**src/rtl/opr_pkg.sv**
```systemverilog
package opr_pkg;

   localparam int INSTR_W = 12;

   // word bit k (0 = most significant) maps to instr[INSTR_W-1-k]
   localparam int WB3  = INSTR_W - 1 - 3;
   localparam int WB4  = INSTR_W - 1 - 4;
   localparam int WB5  = INSTR_W - 1 - 5;
   localparam int WB6  = INSTR_W - 1 - 6;
   localparam int WB7  = INSTR_W - 1 - 7;
   localparam int WB8  = INSTR_W - 1 - 8;
   localparam int WB9  = INSTR_W - 1 - 9;
   localparam int WB10 = INSTR_W - 1 - 10;
   localparam int WB11 = INSTR_W - 1 - 11;

   localparam logic [2:0] OP_OPERATE = 3'b111;

   typedef enum logic [1:0] {
      CLS_OTHER = 2'd0,
      CLS_ALTER = 2'd1,
      CLS_TEST  = 2'd2,
      CLS_EXT   = 2'd3
   } opr_class_e;

   typedef struct packed {
      logic zap_ac;
      logic zap_lk;
      logic inv_ac;
      logic inv_lk;
      logic rot_r;
      logic rot_l;
      logic rot_2;
      logic bump;
   } alter_ops_t;

   typedef struct packed {
      logic zap_ac;
      logic on_neg;
      logic on_zero;
      logic on_link;
      logic invert;
   } test_ops_t;

endpackage

```
**src/rtl/opr_decode.sv**
```systemverilog
module opr_decode
   import opr_pkg::*;
(
   input  logic [INSTR_W-1:0] instr,
   output opr_class_e         cls,
   output alter_ops_t         alt,
   output test_ops_t          tst
);

   logic [2:0] major;

   always_comb begin
      major = instr[INSTR_W-1 -: 3];
      if (major != OP_OPERATE)  cls = CLS_OTHER;
      else if (!instr[WB3])     cls = CLS_ALTER;
      else if (!instr[WB11])    cls = CLS_TEST;
      else                      cls = CLS_EXT;
   end

   always_comb begin
      alt.zap_ac = instr[WB4];
      alt.zap_lk = instr[WB5];
      alt.inv_ac = instr[WB6];
      alt.inv_lk = instr[WB7];
      alt.rot_r  = instr[WB8];
      alt.rot_l  = instr[WB9];
      alt.rot_2  = instr[WB10];
      alt.bump   = instr[WB11];
   end

   always_comb begin
      tst.zap_ac  = instr[WB4];
      tst.on_neg  = instr[WB5];
      tst.on_zero = instr[WB6];
      tst.on_link = instr[WB7];
      tst.invert  = instr[WB8];
   end

endmodule

```
**src/rtl/opr_rotate.sv**
```systemverilog
module opr_rotate #(
   parameter int W = 13
) (
   input  logic [W-1:0] v,
   input  logic         go_right,
   input  logic         go_left,
   input  logic         double,
   output logic [W-1:0] y
);

   logic [W-1:0] r1, r2, l1, l2;

   for (genvar j = 0; j < W; j++) begin : g_bit
      localparam int JR1 = (j + 1) % W;
      localparam int JR2 = (j + 2) % W;
      localparam int JL1 = (j + W - 1) % W;
      localparam int JL2 = (j + W - 2) % W;
      assign r1[j] = v[JR1];
      assign r2[j] = v[JR2];
      assign l1[j] = v[JL1];
      assign l2[j] = v[JL2];
   end

   always_comb begin
      if (go_right && !go_left)      y = double ? r2 : r1;
      else if (go_left && !go_right) y = double ? l2 : l1;
      else                           y = v;
   end

endmodule

```
**src/rtl/opr_alter.sv**
```systemverilog
module opr_alter
   import opr_pkg::*;
#(
   parameter int DW = 12
) (
   input  alter_ops_t    ops,
   input  logic [DW-1:0] ac_i,
   input  logic          lk_i,
   output logic [DW-1:0] ac_o,
   output logic          lk_o
);

   localparam int RW = DW + 1;

   logic [DW-1:0] a_clr, a_inv, a_inc;
   logic          l_clr, l_inv, l_inc;
   logic [DW:0]   sum;
   logic [RW-1:0] rot_y;

   always_comb begin
      a_clr = ops.zap_ac ? '0 : ac_i;
      l_clr = ops.zap_lk ? 1'b0 : lk_i;
      a_inv = ops.inv_ac ? ~a_clr : a_clr;
      l_inv = ops.inv_lk ? ~l_clr : l_clr;
      sum   = {1'b0, a_inv} + {{DW{1'b0}}, 1'b1};
      a_inc = ops.bump ? sum[DW-1:0] : a_inv;
      l_inc = (ops.bump && sum[DW]) ? ~l_inv : l_inv;
   end

   opr_rotate #(.W(RW)) u_rot (
      .v        ({l_inc, a_inc}),
      .go_right (ops.rot_r),
      .go_left  (ops.rot_l),
      .double   (ops.rot_2),
      .y        (rot_y)
   );

   assign ac_o = rot_y[DW-1:0];
   assign lk_o = rot_y[DW];

endmodule

```
**src/rtl/opr_test.sv**
```systemverilog
module opr_test
   import opr_pkg::*;
#(
   parameter int DW = 12,
   parameter int PW = 12
) (
   input  test_ops_t     ops,
   input  logic [DW-1:0] ac_i,
   input  logic          lk_i,
   input  logic [PW-1:0] pc_i,
   output logic [DW-1:0] ac_o,
   output logic [PW-1:0] pc_o
);

   logic hit, take;

   always_comb begin
      hit  = (ops.on_neg  && ac_i[DW-1])
           | (ops.on_zero && (ac_i == '0))
           | (ops.on_link && lk_i);
      take = ops.invert ? ~hit : hit;
      pc_o = take ? pc_i + {{(PW-1){1'b0}}, 1'b1} : pc_i;
      ac_o = ops.zap_ac ? '0 : ac_i;
   end

endmodule

```
**src/rtl/opr_unit.sv**
```systemverilog
module opr_unit
   import opr_pkg::*;
#(
   parameter int DW     = 12,
   parameter int PW     = 12,
   parameter int STAGES = 1
) (
   input  logic                clk,
   input  logic                rst_n,
   input  logic                start,
   input  logic [INSTR_W-1:0]  instr,
   input  logic [DW-1:0]       ac_in,
   input  logic                link_in,
   input  logic [PW-1:0]       pc_in,
   output logic                done,
   output logic [DW-1:0]       ac_out,
   output logic                link_out,
   output logic [PW-1:0]       pc_out,
   output logic                unsupported
);

   localparam int LAST = STAGES - 1;

   if (DW < 2) begin : g_bad_dw
      $error("opr_unit: DW must be at least 2");
   end
   if (PW < 1) begin : g_bad_pw
      $error("opr_unit: PW must be at least 1");
   end
   if (STAGES < 1 || STAGES > 2) begin : g_bad_stages
      $error("opr_unit: STAGES must be 1 or 2");
   end

   opr_class_e    cls;
   alter_ops_t    alt;
   test_ops_t     tst;
   logic [DW-1:0] alt_ac, tst_ac, nx_ac;
   logic          alt_lk, nx_lk, nx_uns;
   logic [PW-1:0] tst_pc, nx_pc;

   opr_decode u_dec (
      .instr (instr),
      .cls   (cls),
      .alt   (alt),
      .tst   (tst)
   );

   opr_alter #(.DW(DW)) u_alt (
      .ops  (alt),
      .ac_i (ac_in),
      .lk_i (link_in),
      .ac_o (alt_ac),
      .lk_o (alt_lk)
   );

   opr_test #(.DW(DW), .PW(PW)) u_tst (
      .ops  (tst),
      .ac_i (ac_in),
      .lk_i (link_in),
      .pc_i (pc_in),
      .ac_o (tst_ac),
      .pc_o (tst_pc)
   );

   always_comb begin
      nx_ac  = ac_in;
      nx_lk  = link_in;
      nx_pc  = pc_in;
      nx_uns = 1'b0;
      unique case (cls)
         CLS_ALTER: begin
            nx_ac = alt_ac;
            nx_lk = alt_lk;
         end
         CLS_TEST: begin
            nx_ac = tst_ac;
            nx_pc = tst_pc;
         end
         default: nx_uns = 1'b1;
      endcase
   end

   logic          vq   [STAGES];
   logic [DW-1:0] acq  [STAGES];
   logic          lkq  [STAGES];
   logic [PW-1:0] pcq  [STAGES];
   logic          unq  [STAGES];

   for (genvar s = 0; s < STAGES; s++) begin : g_stage
      logic          v_in, l_in, u_in;
      logic [DW-1:0] a_in;
      logic [PW-1:0] p_in;

      if (s == 0) begin : g_head
         assign v_in = start;
         assign a_in = nx_ac;
         assign l_in = nx_lk;
         assign p_in = nx_pc;
         assign u_in = nx_uns;
      end else begin : g_tail
         assign v_in = vq[s-1];
         assign a_in = acq[s-1];
         assign l_in = lkq[s-1];
         assign p_in = pcq[s-1];
         assign u_in = unq[s-1];
      end

      always_ff @(posedge clk) begin
         if (!rst_n) begin
            vq[s]  <= 1'b0;
            acq[s] <= '0;
            lkq[s] <= 1'b0;
            pcq[s] <= '0;
            unq[s] <= 1'b0;
         end else begin
            vq[s] <= v_in;
            if (v_in) begin
               acq[s] <= a_in;
               lkq[s] <= l_in;
               pcq[s] <= p_in;
               unq[s] <= u_in;
            end
         end
      end
   end

   assign done        = vq[LAST];
   assign ac_out      = acq[LAST];
   assign link_out    = lkq[LAST];
   assign pc_out      = pcq[LAST];
   assign unsupported = unq[LAST];

endmodule

```
**config.mk**
```make
export PLATFORM = sky130hd
export DESIGN_NAME = opr_unit
export DESIGN_NICKNAME = d
export VERILOG_FILES = /design/src/rtl/opr_pkg.sv /design/src/rtl/opr_decode.sv /design/src/rtl/opr_rotate.sv /design/src/rtl/opr_alter.sv /design/src/rtl/opr_test.sv /design/src/rtl/opr_unit.sv
export SDC_FILE = /design/constraint.sdc
export NUM_CORES = 1
export LEC_CHECK = 0
export ABC_CLOCK_PERIOD_IN_PS = 3750
export BUFFER_PORTS_ARGS = -buffer_cell sky130_fd_sc_hd__buf_4
export CELL_PAD_IN_SITES_DETAIL_PLACEMENT = 1
export CELL_PAD_IN_SITES_GLOBAL_PLACEMENT = 2
export CORE_UTILIZATION = 30
export DETAILED_ROUTE_END_ITERATION = 8
export PLACE_DENSITY_LB_ADDON = 0.1
export SYNTH_ARGS = -nofsm -noshare
export SYNTH_HDL_FRONTEND = slang
export SYNTH_SLANG_ARGS = --single-unit
export TNS_END_PERCENT = 5
```
**constraint.sdc**
```tcl
create_clock -name clk -period 3.75 [get_ports clk]
set_input_delay 0.75 -clock clk [delete_from_list [all_inputs] [get_ports clk]]
set_output_delay 0.75 -clock clk [all_outputs]
set_load 0.05 [all_outputs]
```
# Word level (Yosys, flattened, before mapping)
# Memory sizes are Yosys's and may differ from the RTL's.
# Cells that the tools add are included.
# Widths: inputs -> output; s select.
dict set report word_totals {
  register_bits 0
  latchBits 0
  ramBits 27
  romBits 0
  out_inout_bits 27
  wordCells 65
  memories 5
}
dict set report op_classes {
  add_sub_neg 2
  multipliers 0
  div_mod_pow 0
  order_cmp 0
  eq_ne 3
  shifts 0
  muxes 34
  bitwise_logic 6
  reduce_logical 15
}
# memory depth word_bits rd rd_clocked_by_memory_dff wr line
set mem_list {}
lappend mem_list {acq 1 12 1 0 1 opr_unit.sv:84} ;# logic [DW-1:0] acq [STAGES];
lappend mem_list {pcq 1 12 1 0 1 opr_unit.sv:86} ;# logic [PW-1:0] pcq [STAGES];
lappend mem_list {lkq 1 1 1 0 1 opr_unit.sv:85} ;# logic lkq [STAGES];
lappend mem_list {unq 1 1 1 0 1 opr_unit.sv:87} ;# logic unq [STAGES];
lappend mem_list {vq 1 1 1 0 1 opr_unit.sv:83} ;# logic vq [STAGES];
# cell n
set op_table {}
lappend op_table {{$mux 12} 7}
lappend op_table {{$mux 13} 4}
lappend op_table {{$pmux 12 s2} 1}
lappend op_table {{$reduce_or 12->1} 2}
lappend op_table {{$mux 1} 20}
lappend op_table {{$add 12x1->13 const B} 1}
lappend op_table {{$add 12x1->12 const B} 1}
lappend op_table {{$logic_not 12->1} 1}
lappend op_table {{$not 12->12} 1}
lappend op_table {{$logic_and 1x1->1} 6}
lappend op_table {{$mux 2} 2}
lappend op_table {{$ne 3x3->1 const B} 1}
lappend op_table {{$not 1->1} 3}
lappend op_table {{$reduce_or 1->1} 3}
lappend op_table {{$eq 2x1->1 const B} 1}
lappend op_table {{$eq 2x2->1 const B} 1}
lappend op_table {{$logic_not 1->1} 2}
lappend op_table {{$or 1x1->1} 2}
lappend op_table {{$reduce_or 2->1} 1}

# Logic depth before layout (Yosys ltp)
# Gate-level depths: netlist (run 1).
dict set report depth {
  word_depth 11
  mapped_depth 11
}

# Hierarchy
# A second synthesis (run 1) with hierarchy kept.
dict set report unflattened {
  cells_unflattened 395
  hier_area_um2 3397.0
}
# mod instances cells_per_inst area_per_inst_um2 seq_area_each_um2
set modules_own_cells {}
lappend modules_own_cells {opr_unit 1 105 1496.4 800.8}
lappend modules_own_cells {opr_alter 1 103 673.1 0.0}
lappend modules_own_cells {opr_rotate 1 104 673.1 0.0}
lappend modules_own_cells {opr_test 1 65 426.7 0.0}
lappend modules_own_cells {opr_decode 1 18 127.6 0.0}

# Worst setup path before layout (run 1)
# Ideal clock, no wire load.
dict set report synth_timing {
  path_type {in2reg}
  start {input port instr[7]}
  end {memory acq[0][6], data pin}
  setup_time_ns 0.256
  t_arrival_ns 2.784
  t_required_ns 3.494
  slack_ns 0.710
  cell_stages 11
  n_path_buf 1
  cell_sequence {buf_2 > nor2b_1 > xnor2_1 > ha_1 > and3_1 > a32oi_4 > nor3_2 > xnor2_1 > and2_1 > or3_1 > a22o_1}
}
dict set report synth_between {
  elab_chain_cells 10
}
# item line
set synth_rtl {}
lappend synth_rtl {{from (decl)} opr_unit.sv:11} ;# input logic [INSTR_W-1:0] instr,
lappend synth_rtl {{$mux 12 (*)} {opr_alter.sv:21, opr_test.sv:23}}
lappend synth_rtl {{$not 12->12} opr_alter.sv:23} ;# a_inv = ops.inv_ac ? ~a_clr : a_clr;
lappend synth_rtl {{$mux 12} opr_alter.sv:23}
lappend synth_rtl {{$add 12x1->13} opr_alter.sv:25} ;# sum = {1'b0, a_inv} + {{DW{1'b0}}, 1'b1};
lappend synth_rtl {{$mux 12} opr_alter.sv:26} ;# a_inc = ops.bump ? sum[DW-1:0] : a_inv;
lappend synth_rtl {{$mux 13 (2 in a row)} opr_rotate.sv:26} ;# else if (go_left && !go_right) y = double ? l2 : l1;
lappend synth_rtl {{$mux 13} opr_rotate.sv:25} ;# if (go_right && !go_left) y = double ? r2 : r1;
lappend synth_rtl {{$pmux 12 s2 (*)} opr_unit.sv:70} ;# unique case (cls)
lappend synth_rtl {{$mux 12 (no line) (*)} --}
lappend synth_rtl {{to (decl)} opr_unit.sv:84}
# Mark *: on every way between the ends. The rest lies on a longest branch, timed or not.

# Final worst setup path (run 1)
dict set report layout_timing {
  start {input port instr[5]}
  end {memory acq[0][6], data pin}
}
dict set report layout_between {
  elab_chain_cells 8
}
# item line
set layout_rtl {}
lappend layout_rtl {{$mux 12 (*)} opr_alter.sv:23}
lappend layout_rtl {{$add 12x1->13} opr_alter.sv:25}
lappend layout_rtl {{$mux 12 (*)} opr_alter.sv:26}
lappend layout_rtl {{$mux 13 (2 in a row)} opr_rotate.sv:26}
lappend layout_rtl {{$mux 13 (*)} opr_rotate.sv:25}
lappend layout_rtl {{$pmux 12 s2 (*)} opr_unit.sv:70}
lappend layout_rtl {{$mux 12 (no line) (*)} --}
# Marked as above.

==> results of run 1 <==
==> routing by layer <==
metal  global-route usage  up-vias  part of all wire
li1                     -     1244                 -
met1               0.2910     1265              0.49
met2               0.3292       62              0.46
met3              0.01252        4             0.043
met4              0.03309        0            0.0069
met5                    0        -                 0
==> flip-flops by register name, summed over array words and instances (netlist names) <==
| name | cells |
|---|---|
| acq | 12 |
| unq | 1 |
| vq | 1 |
| lkq | 1 |
| pcq | 12 |
==> per-stage QoR <==
stage | setup WS, ns | std cells | hold slack (ns) | area (sq um)
finish | 0.6381 | 469 | 0.7946 | 3283
global route | 0.4758 | 469 | 0.8011 | 3283
CTS | 0.6356 | 469 | 0.7931 | 3283
detailed placement | 0.3359 | 465 | 1.085 | 3237
global placement | 0.3860 | 465 | 1.077 | 3237
floorplan | 0.7102 | 306 | 0.9339 | 2683
==> cell usage in the layout (no fill, tap or decap), types with 5 or more instances in the layout <==
| master | n |
|---|---|
| sky130_fd_sc_hd__buf_4 | 68 |
| sky130_fd_sc_hd__nor2_1 | 34 |
| sky130_fd_sc_hd__xnor2_1 | 26 |
| sky130_fd_sc_hd__nand2_1 | 26 |
| sky130_fd_sc_hd__edfxtp_1 | 26 |
| sky130_fd_sc_hd__nor2b_1 | 14 |
| sky130_fd_sc_hd__inv_1 | 11 |
| sky130_fd_sc_hd__o21ai_0 | 10 |
| sky130_fd_sc_hd__a21oi_1 | 9 |
| sky130_fd_sc_hd__nand3_1 | 7 |
| sky130_fd_sc_hd__and2_1 | 6 |
| sky130_fd_sc_hd__nor3_1 | 6 |
| sky130_fd_sc_hd__xor2_1 | 6 |
| sky130_fd_sc_hd__nand2b_1 | 5 |
| sky130_fd_sc_hd__nor4_1 | 5 |
| sky130_fd_sc_hd__a221oi_1 | 5 |
| sky130_fd_sc_hd__a211oi_1 | 5 |
==> power by group <==
part           internal (W)  total (W)  switching, W
Combinational      0.000133   0.000393      0.000259
Sequential         0.000357   0.000364    0.00000672
Clock             0.0000747   0.000176      0.000101
Total              0.000565   0.000932      0.000367
==> final timing paths <==
kind,start,endpoint,slack (ns),depth (start not counted)
max,instr[5],acq[0][6],0.64,11
min,start,unq[0],0.79,2
==> logic make-up (layout without fill, tap and decap cells) <==
kind of cell,after synthesis,in the layout
buffers and inverters,29,84
xor gates and xnor gates,34,34
and+or+nand+nor,131,131
adders and majority gates,4,4
DFF,27,27
AOI/OAI and AO/OA,77,77
muxes,4,4
==> layout make-up <==
class / count / area (sq um)
Clock buffer: 3 / 41.29
Multi-Input combinational cell: 250 / 1745
Timing Repair Buffer: 68 / 510.5
Tap cell: 108 / 135.1
Clock inverter: 1 / 5.005
Sequential cell: 27 / 800.8
Fill cell: 1053 / 5395
Inverter: 12 / 45.04
==> flow_summary.json, run 1 <==
{
  "run_status": "completed",
  "cp_slowest_stage_delay_ns": 0.37,
  "synth_fa_ha_area_frac": 0.01866,
  "number_of_clock_sinks": 27,
  "die_height_microns": 96.56,
  "worstSetupEndpointType": "register",
  "start_kind": "input port",
  "worstHoldPathType": "input port to register",
  "rd_place_congestion": 0.8565,
  "coreArea_sq_um": 8678,
  "clock_period_minus_worst_slack_ns": 3.112,
  "postRouteWirelength_mm": 8.875,
  "cts_root_buffer": "sky130_fd_sc_hd__clkbuf_8",
  "number_of_nets_in_the_finished_design": 406,
  "area_growth_from_synthesis_to_final_layout_pct": 22.39,
  "worst_slew_margin_rel": 0.5209,
  "grt_start_max_net_pins": 27,
  "post_synth_instance_area_sq_um": 2683,
  "critical_path.slowest_cell": "sky130_fd_sc_hd__or3_1",
  "fp.dieArea_sq_um": 9324,
  "p_leak_nw": 1.269,
  "fin_tns_setup_ns": 0,
  "post-cts-setup-buffers": 0,
  "path_delay_family": "simple AND/OR/NAND/NOR gates",
  "finalCritPeriodShare": 0.8298,
  "cts.repair.resized": 0,
  "count_of_warnings_emitted_by_yosys": 0,
  "synth.top_cells.by_count": "sky130_fd_sc_hd__nor2_1 (34), sky130_fd_sc_hd__edfxtp_1 (26), sky130_fd_sc_hd__nand2_1 (26), sky130_fd_sc_hd__xnor2_1 (26), sky130_fd_sc_hd__nor2b_1 (14)",
  "worst_slew_pin_slew_ns": 0.7160,
  "clock_path_buffers": 2,
  "synth.yosys.seq_area_share": 0.2985,
  "design_power_total_w": 0.0009318,
  "total_cts_buffers": 3,
  "placement.io_buffers": 66,
  "synth_nets": 350,
  "synth_mux_area_frac": 0.01493,
  "antenna_found_initial": 0,
  "tritoncts": "done",
  "asyncSetResetFlopFracSynth": 0,
  "yosys.area_share.xor_xnor": 0.1189,
  "synth_enable_flop_cells": 26,
  "drtIter0Drc": 136,
  "critical_path_arrival_ns": 3.16,
  "drt_pre_antenna_iters": 4,
  "critical_path.cell_chain": "buf_4 -> inv_2 -> xnor2_1 -> ha_1 -> and3_1 -> a32oi_4 -> nor3_2 -> xnor2_1 -> and2_1 -> or3_1 -> a22o_1",
  "finalCoreUtilization": 0.3783,
  "hold_buffers": 0,
  "gr-total-overflow": 0,
  "synthTopCellsByArea": "sky130_fd_sc_hd__edfxtp_1 (29%), sky130_fd_sc_hd__xnor2_1 (8.5%), sky130_fd_sc_hd__nor2_1 (4.8%)",
  "synth.top_cell.area_share": 0.2910,
  "globalRouteTotalUtil": 0.2004,
  "detailroute.via_count": 2575,
  "grt_first_pass_wirelength_mm": 14.04,
  "critical_path_required_ns": 3.79,
  "cp_num_buf_inv": 2,
  "synth_seq_cells": 27,
  "vias_per_cell": 5.490,
  "synth_compound_area_frac": 0.2285,
  "basic_gate_share_of_the_synthesized_area_counting_and_or_nand_and_nor_cells": 0.2696,
  "synth.lib_cells_used.distinct": 75,
  "syn-mean-instance-area_sq_um": 8.767,
  "num_io_pins": 67,
  "maximum_level_of_the_cts_h_tree": 1,
  "rows": 34,
  "unrepaired_setup_endpoints_after_global_routing": "no",
  "ys.flop_type": "sky130_fd_sc_hd__edfxtp_1",
  "first_global_vias": 2562,
  "setup.worst_path.class": "input port to register",
  "final-hold-violation-count": 0,
  "worst-path-max-fanout": 25,
  "finalSetupViolations": 0,
  "powerDensity_nw_per_um2": 283.8,
  "routed_wire_length_per_instance_microns": 18.92,
  "synthCells": 306,
  "starting_utilization_of_the_core_area": 0.3091,
  "drt.antenna.violating_nets": 0,
  "max_cap_viols": 0,
  "antenna_cells_inserted": 0,
  "hpwlAfterDp_mm": 6.988,
  "synth_top_family_by_area": "simple AND/OR/NAND/NOR gates",
  "clock.fmax_mhz": 321.4,
  "synthMostInstantiatedCell": "sky130_fd_sc_hd__nor2_1",
  "final_layout_size_suffix_gt1_frac": 0.2521,
  "drc": 0,
  "final-max-slew-violation-count": 0,
  "vdd_ir_drop_max_mv": 0.08189,
  "die_w_microns": 96.56,
  "cpMostUsedCell": "sky130_fd_sc_hd__xnor2_1",
  "netlist.top_cell.by_area": "sky130_fd_sc_hd__edfxtp_1",
  "clk_transition_reported_paths_ns": 0.10
}
(Power assumes the default switching activity.)
==> run 2: changes to the inputs <==
- ABC_CLOCK_PERIOD_IN_PS: 3750 -> 3000
- clock period: 3.75 -> 3 ns (I/O delays scaled with it)
==> flow_summary.json, run 2 (same netlist as run 1, synthesis figures left out) <==
{
  "run_status": "completed",
  "unrepaired_setup_endpoints_after_global_routing": "no",
  "critical_path_required_ns": 3.12,
  "grt_util_met3": 0.01408,
  "fin_tns_setup_ns": 0,
  "detailedPlace.worstSlack_ns": 0.05210,
  "max_cap_viols": 0,
  "top_usage_layer": "met2",
  "total_cts_buffers": 3,
  "area_growth_from_synthesis_to_final_layout_pct": 28.59,
  "die_w_microns": 96.56,
  "clock_period_minus_worst_slack_ns": 2.671,
  "hold_buffers": 0,
  "final-hold-violation-count": 0,
  "drt.antenna.violating_nets": 0,
  "vdd_ir_drop_max_mv": 0.1208,
  "fp.dieArea_sq_um": 9324,
  "postRouteWirelength_mm": 8.833,
  "grt_start_max_net_pins": 27,
  "layout_common_cells": "sky130_fd_sc_hd__buf_4 (87), sky130_fd_sc_hd__nor2_1 (34), sky130_fd_sc_hd__xnor2_1 (26), sky130_fd_sc_hd__nand2_1 (26), sky130_fd_sc_hd__edfxtp_1 (26)",
  "design_power_total_w": 0.001203,
  "coreArea_sq_um": 8678,
  "clk_transition_reported_paths_ns": 0.10,
  "routed_wire_length_per_instance_microns": 18.06,
  "first_global_vias": 2696,
  "placement.io_buffers": 66,
  "worst_slew_margin_rel": 0.5624,
  "vias_per_cell": 5.397,
  "cp_slowest_stage_delay_ns": 0.42,
  "detailroute.via_count": 2639,
  "dp.cells": 485,
  "final_common_cell": "sky130_fd_sc_hd__buf_4",
  "worst-path-max-fanout": 5,
  "worst_slew_pin_slew_ns": 0.6517,
  "p_leak_nw": 1.373,
  "critical_path.slowest_cell": "sky130_fd_sc_hd__a2111oi_2",
  "global_route.usage.met2": 0.3457,
  "rd_place_congestion": 0.8526,
  "finalInstanceArea_sq_um": 3450,
  "clock_path_buffers": 2,
  "globalRouteTotalUtil": 0.2009,
  "critical_path.cell_chain": "buf_4 -> nor2b_1 -> xnor2_1 -> ha_1 -> and3_1 -> a32oi_4 -> a2111oi_2 -> buf_4 -> xor2_1 -> a311o_1 -> a41oi_1",
  "layout_setup_ws_ns": 0.3289,
  "starting_utilization_of_the_core_area": 0.3091,
  "gr-total-overflow": 0,
  "antenna_found_initial": 0,
  "finalCritPeriodShare": 0.8904,
  "maximum_level_of_the_cts_h_tree": 1,
  "cp_num_buf_inv": 2,
  "drt_pre_antenna_iters": 4,
  "final_layout_size_suffix_gt1_frac": 0.2913,
  "grt.met1_usage": 0.2778,
  "drtIter0Drc": 138,
  "powerDensity_nw_per_um2": 348.6,
  "grt_first_pass_wirelength_mm": 14.17,
  "start_kind": "input port",
  "tritoncts": "done",
  "critical_path_arrival_ns": 2.79,
  "num_io_pins": 67,
  "cts_root_buffer": "sky130_fd_sc_hd__clkbuf_8",
  "die_height_microns": 96.56,
  "setup.worst_path.class": "input port to register",
  "post-cts-setup-buffers": 0,
  "finalSetupViolations": 0,
  "fin_cells": 489,
  "number_of_nets_in_the_finished_design": 426,
  "path_delay_family": "compound AO/OA/AOI/OAI gates",
  "cpMostUsedCell": "sky130_fd_sc_hd__buf_4",
  "worstSetupEndpointType": "register",
  "clock.fmax_mhz": 374.4,
  "worstHoldPathType": "input port to register",
  "layout_top_registers": "acq: 12 flops, pcq: 12 flops",
  "final-max-slew-violation-count": 0,
  "post_dp_cell_area_sq_um": 3400,
  "number_of_clock_sinks": 27,
  "rows": 34,
  "cts.repair.resized": 0,
  "drc": 0,
  "antenna_cells_inserted": 0,
  "hpwlAfterDp_mm": 7.200
}
## run 2: cell types whose count changed in the layout (fill, tap and decap cells not counted), sizes merged
cell,before,now
clkinv,1,0
buf,68,88
inv,12,13
## run 2: per-layer routing
metal,vias to the layer above,share of wire
li1,1285,-
met1,1289,0.48
met2,59,0.48
met3,6,0.037
met4,0,0.0075
met5,-,0
## run 2: area by class of cell
cell class                      instances  area (sq um)
Clock buffer                            3         41.29
Clock inverter                          1         8.758
Fill cell                            1069          5229
Tap cell                              108         135.1
Sequential cell                        27         800.8
Multi-Input combinational cell        250          1745
Timing Repair Buffer                   88         673.1
Inverter                               12         45.04
## run 2: metrics by stage
step | util | hold WS [ns]
2_1_floorplan | - | 0.7839
3_3_place_gp | 0.3917 | 0.9017
3_5_place_dp | 0.3917 | 0.9165
4_1_cts | 0.3975 | 0.6237
5_1_grt | 0.3975 | 0.6389
6_report | 0.3975 | 0.6159
## run 2: power breakdown
group          switching (W)  internal, W
sequential        0.00000880     0.000446
combinational       0.000327     0.000189
clock               0.000134    0.0000978
total               0.000470     0.000733
## run 2: path summary, 6_finish.rpt
path                  endpoint  slack, ns  startpoint  depth (start not counted)
worst max-delay path    lkq[0]       0.33    ac_in[1]                         11
worst min-delay path     vq[0]       0.62       start                          3
==> run 3: changes to the inputs <==
- SYNTH_HIERARCHICAL: default -> 1
==> flow_summary.json, run 3 <==
{
  "run_status": "completed",
  "syn-mean-instance-area_sq_um": 8.600,
  "rows": 38,
  "globalRouteTotalUtil": 0.1996,
  "number_of_clock_sinks": 27,
  "synth_seq_cells": 27,
  "grt_first_pass_wirelength_mm": 18.14,
  "drc": 0,
  "worst_hold_startpoint": "pc_in[11]",
  "p_leak_nw": 1.886,
  "critical_path.slowest_cell": "sky130_fd_sc_hd__or4b_4",
  "powerDensity_nw_per_um2": 335.9,
  "finalCritPeriodShare": 0.9832,
  "grt_start_max_net_pins": 41,
  "synth.top_cell.area_share": 0.2298,
  "rd_place_congestion": 0.8264,
  "drt.antenna.violating_nets": 0,
  "synthTopCellsByArea": "sky130_fd_sc_hd__edfxtp_1 (23%), sky130_fd_sc_hd__mux2i_1 (8.0%), sky130_fd_sc_hd__xnor2_1 (6.7%)",
  "placement.io_buffers": 66,
  "final_common_cell": "sky130_fd_sc_hd__buf_4",
  "area_growth_from_synthesis_to_final_layout_pct": 33.74,
  "die_height_microns": 108.4,
  "total_cts_buffers": 3,
  "setup.worst_path.class": "input port to register",
  "worst_slew_pin_slew_ns": 0.9121,
  "critical_path.cell_chain": "buf_4 -> nor2b_4 -> xnor2_2 -> ha_2 -> nand2_4 -> or4b_4 -> a22oi_2 -> o21ai_2 -> a21oi_2 -> buf_6 -> mux2i_1 -> a211o_1 -> o21ai_2 -> a221oi_2 -> nor3_2",
  "cts_root_buffer": "sky130_fd_sc_hd__clkbuf_16",
  "design_power_total_w": 0.001526,
  "timing.critical_path.from": "ac_in[1]",
  "internal-power_w": 0.0009433,
  "critical_path_required_ns": 3.11,
  "first_global_vias": 3320,
  "fp.dieArea_sq_um": 11750,
  "number_of_nets_in_the_finished_design": 538,
  "final_layout_size_suffix_gt1_frac": 0.4126,
  "sequential_power_share": 0.301,
  "start_kind": "input port",
  "netlist.top_cell.by_area": "sky130_fd_sc_hd__edfxtp_1",
  "max_cap_viols": 0,
  "unrepaired_setup_endpoints_after_global_routing": "yes",
  "clock_period_minus_worst_slack_ns": 2.950,
  "final-hold-violation-count": 0,
  "worstSetupEndpointType": "register",
  "worst-path-max-fanout": 5,
  "antenna_cells_inserted": 0,
  "fraction_of_power_spent_switching_nets": 0.3820,
  "ys.flop_type": "sky130_fd_sc_hd__edfxtp_1",
  "clock.fmax_mhz": 339.0,
  "cp_slowest_stage_delay_ns": 0.48,
  "vdd_ir_drop_max_mv": 0.2819,
  "worstHoldPathType": "input port to register",
  "synth.lib_cells_used.distinct": 58,
  "clk_transition_reported_paths_ns": 0.06,
  "coreArea_sq_um": 10940,
  "synthCells": 395,
  "drt_pre_antenna_iters": 4,
  "postRouteWirelength_mm": 11.49,
  "drtIter0Drc": 112,
  "power.switching_w": 0.0005830,
  "critical_path_arrival_ns": 3.06,
  "count_of_warnings_emitted_by_yosys": 6,
  "num_io_pins": 67,
  "layout_common_cells": "sky130_fd_sc_hd__buf_4 (129), sky130_fd_sc_hd__nor2_1 (38), sky130_fd_sc_hd__nor2b_1 (31)",
  "finalCoreUtilization": 0.4154,
  "maximum_level_of_the_cts_h_tree": 1,
  "synth.top_cells.by_count": "sky130_fd_sc_hd__nor2_1 (39), sky130_fd_sc_hd__nor2b_1 (32), sky130_fd_sc_hd__o21ai_0 (29), sky130_fd_sc_hd__mux2i_1 (27)",
  "combinationalPowerShare": 0.495,
  "post_dp_cell_area_sq_um": 4283,
  "cpMostUsedCell": "sky130_fd_sc_hd__o21ai_2",
  "routed_wire_length_per_instance_microns": 18.18,
  "synth.yosys.seq_area_share": 0.2357,
  "layout_top_registers": "acq: 12 flops, pcq: 12 flops",
  "synth_nets": 440,
  "clock_path_buffers": 2,
  "antenna_found_initial": 0,
  "detailroute.via_count": 3315,
  "synth_enable_flop_cells": 26,
  "clock_share_of_power": 0.203,
  "gr-total-overflow": 0,
  "finalInstanceArea_sq_um": 4543,
  "starting_utilization_of_the_core_area": 0.3106,
  "die_w_microns": 108.4,
  "vias_per_cell": 5.245,
  "finalSetupViolations": 0,
  "asyncSetResetFlopFracSynth": 0,
  "fin_tns_setup_ns": 0,
  "tritoncts": "done",
  "synthMostInstantiatedCell": "sky130_fd_sc_hd__nor2_1",
  "final-max-slew-violation-count": 0,
  "hpwlAfterDp_mm": 8.761,
  "post_synth_instance_area_sq_um": 3397,
  "worst_slew_margin_rel": 0.3920
}
[run 3: changes by cell type after synthesis, moves of 12 or more]
cell,delta
sky130_fd_sc_hd__mux2i_1,+23
sky130_fd_sc_hd__buf_4,+12
sky130_fd_sc_hd__o21ai_0,+19
sky130_fd_sc_hd__a211o_1,+14
sky130_fd_sc_hd__nor2b_2,+12
sky130_fd_sc_hd__nor2b_1,+18
[run 3: cell type report]
type / instances / area, sq um
Fill cell: 1305 / 6392
Multi-Input combinational cell: 317 / 2437
Timing Repair Buffer: 132 / 1006
Sequential cell: 27 / 800.8
Tap cell: 140 / 175.2
Clock buffer: 4 / 78.83
Inverter: 12 / 45.04
[run 3: through the flow]
step,hold slack [ns],instances,setup slack [ns]
after floorplan,0.8233,395,-0.1143
after global placement,0.9325,623,-0.4389
after detailed placement,0.9515,623,-0.5616
after CTS,0.6762,630,-0.004368
after global routing,0.6884,632,-0.1157
final,0.6747,632,0.05042
[run 3: routing by layer]
layer  routed length [microns]  track usage  vias to the layer above
met4                       106      0.04923                        0
met1                      5456       0.2671                     1633
met3                       223     0.007836                        7
met2                      5705       0.3508                       45
met5                         0            0                        -
li1                          -            -                     1630
[run 3: final timing paths]
path                endpoint  cells past startpoint
setup / recovery   acq[0][7]                     15
hold / removal    pcq[0][11]                      3
[run 3: critical path, delay by kind of cell]
family | cells | cell delay, ns
AOI/OAI and AO/OA | 6 | 0.86
muxes | 1 | 0.07
and+or+nand+nor | 4 | 0.84
xor gates and xnor gates | 1 | 0.17
buffers and inverters | 2 | 0.26
adders and majority gates | 1 | 0.23
[run 3: power by group through the flow]
stage                     Combinational (W)  Clock (W)  Sequential, W
after global routing               0.000814   0.000335       0.000463
after global placement             0.000709          0       0.000468
after detailed placement           0.000718          0       0.000469
final                              0.000756   0.000310       0.000460
after CTS                          0.000734   0.000322       0.000461
after floorplan                    0.000330          0       0.000581
[run 3: cell families (layout without fill, tap and decap cells)]
family / after synthesis / count (layout) / synth area share
simple gates: 156 / 156 / 0.2696
compound gates: 99 / 99 / 0.2247
buf+inv: 51 / 148 / 0.09319
mux: 29 / 29 / 0.08619
xor+xnor: 28 / 28 / 0.07219
flops: 27 / 27 / 0.2357
fa+ha+maj: 5 / 5 / 0.01842
[run 3: repair_timing]
action / 4_1_cts / 5_1_grt
pin swaps: 12 / 14
buffers inserted: 3 / 2
setup endpoints to repair: 9 / 13
hold buffers: 0 / 0
resized for setup: 12 / 20
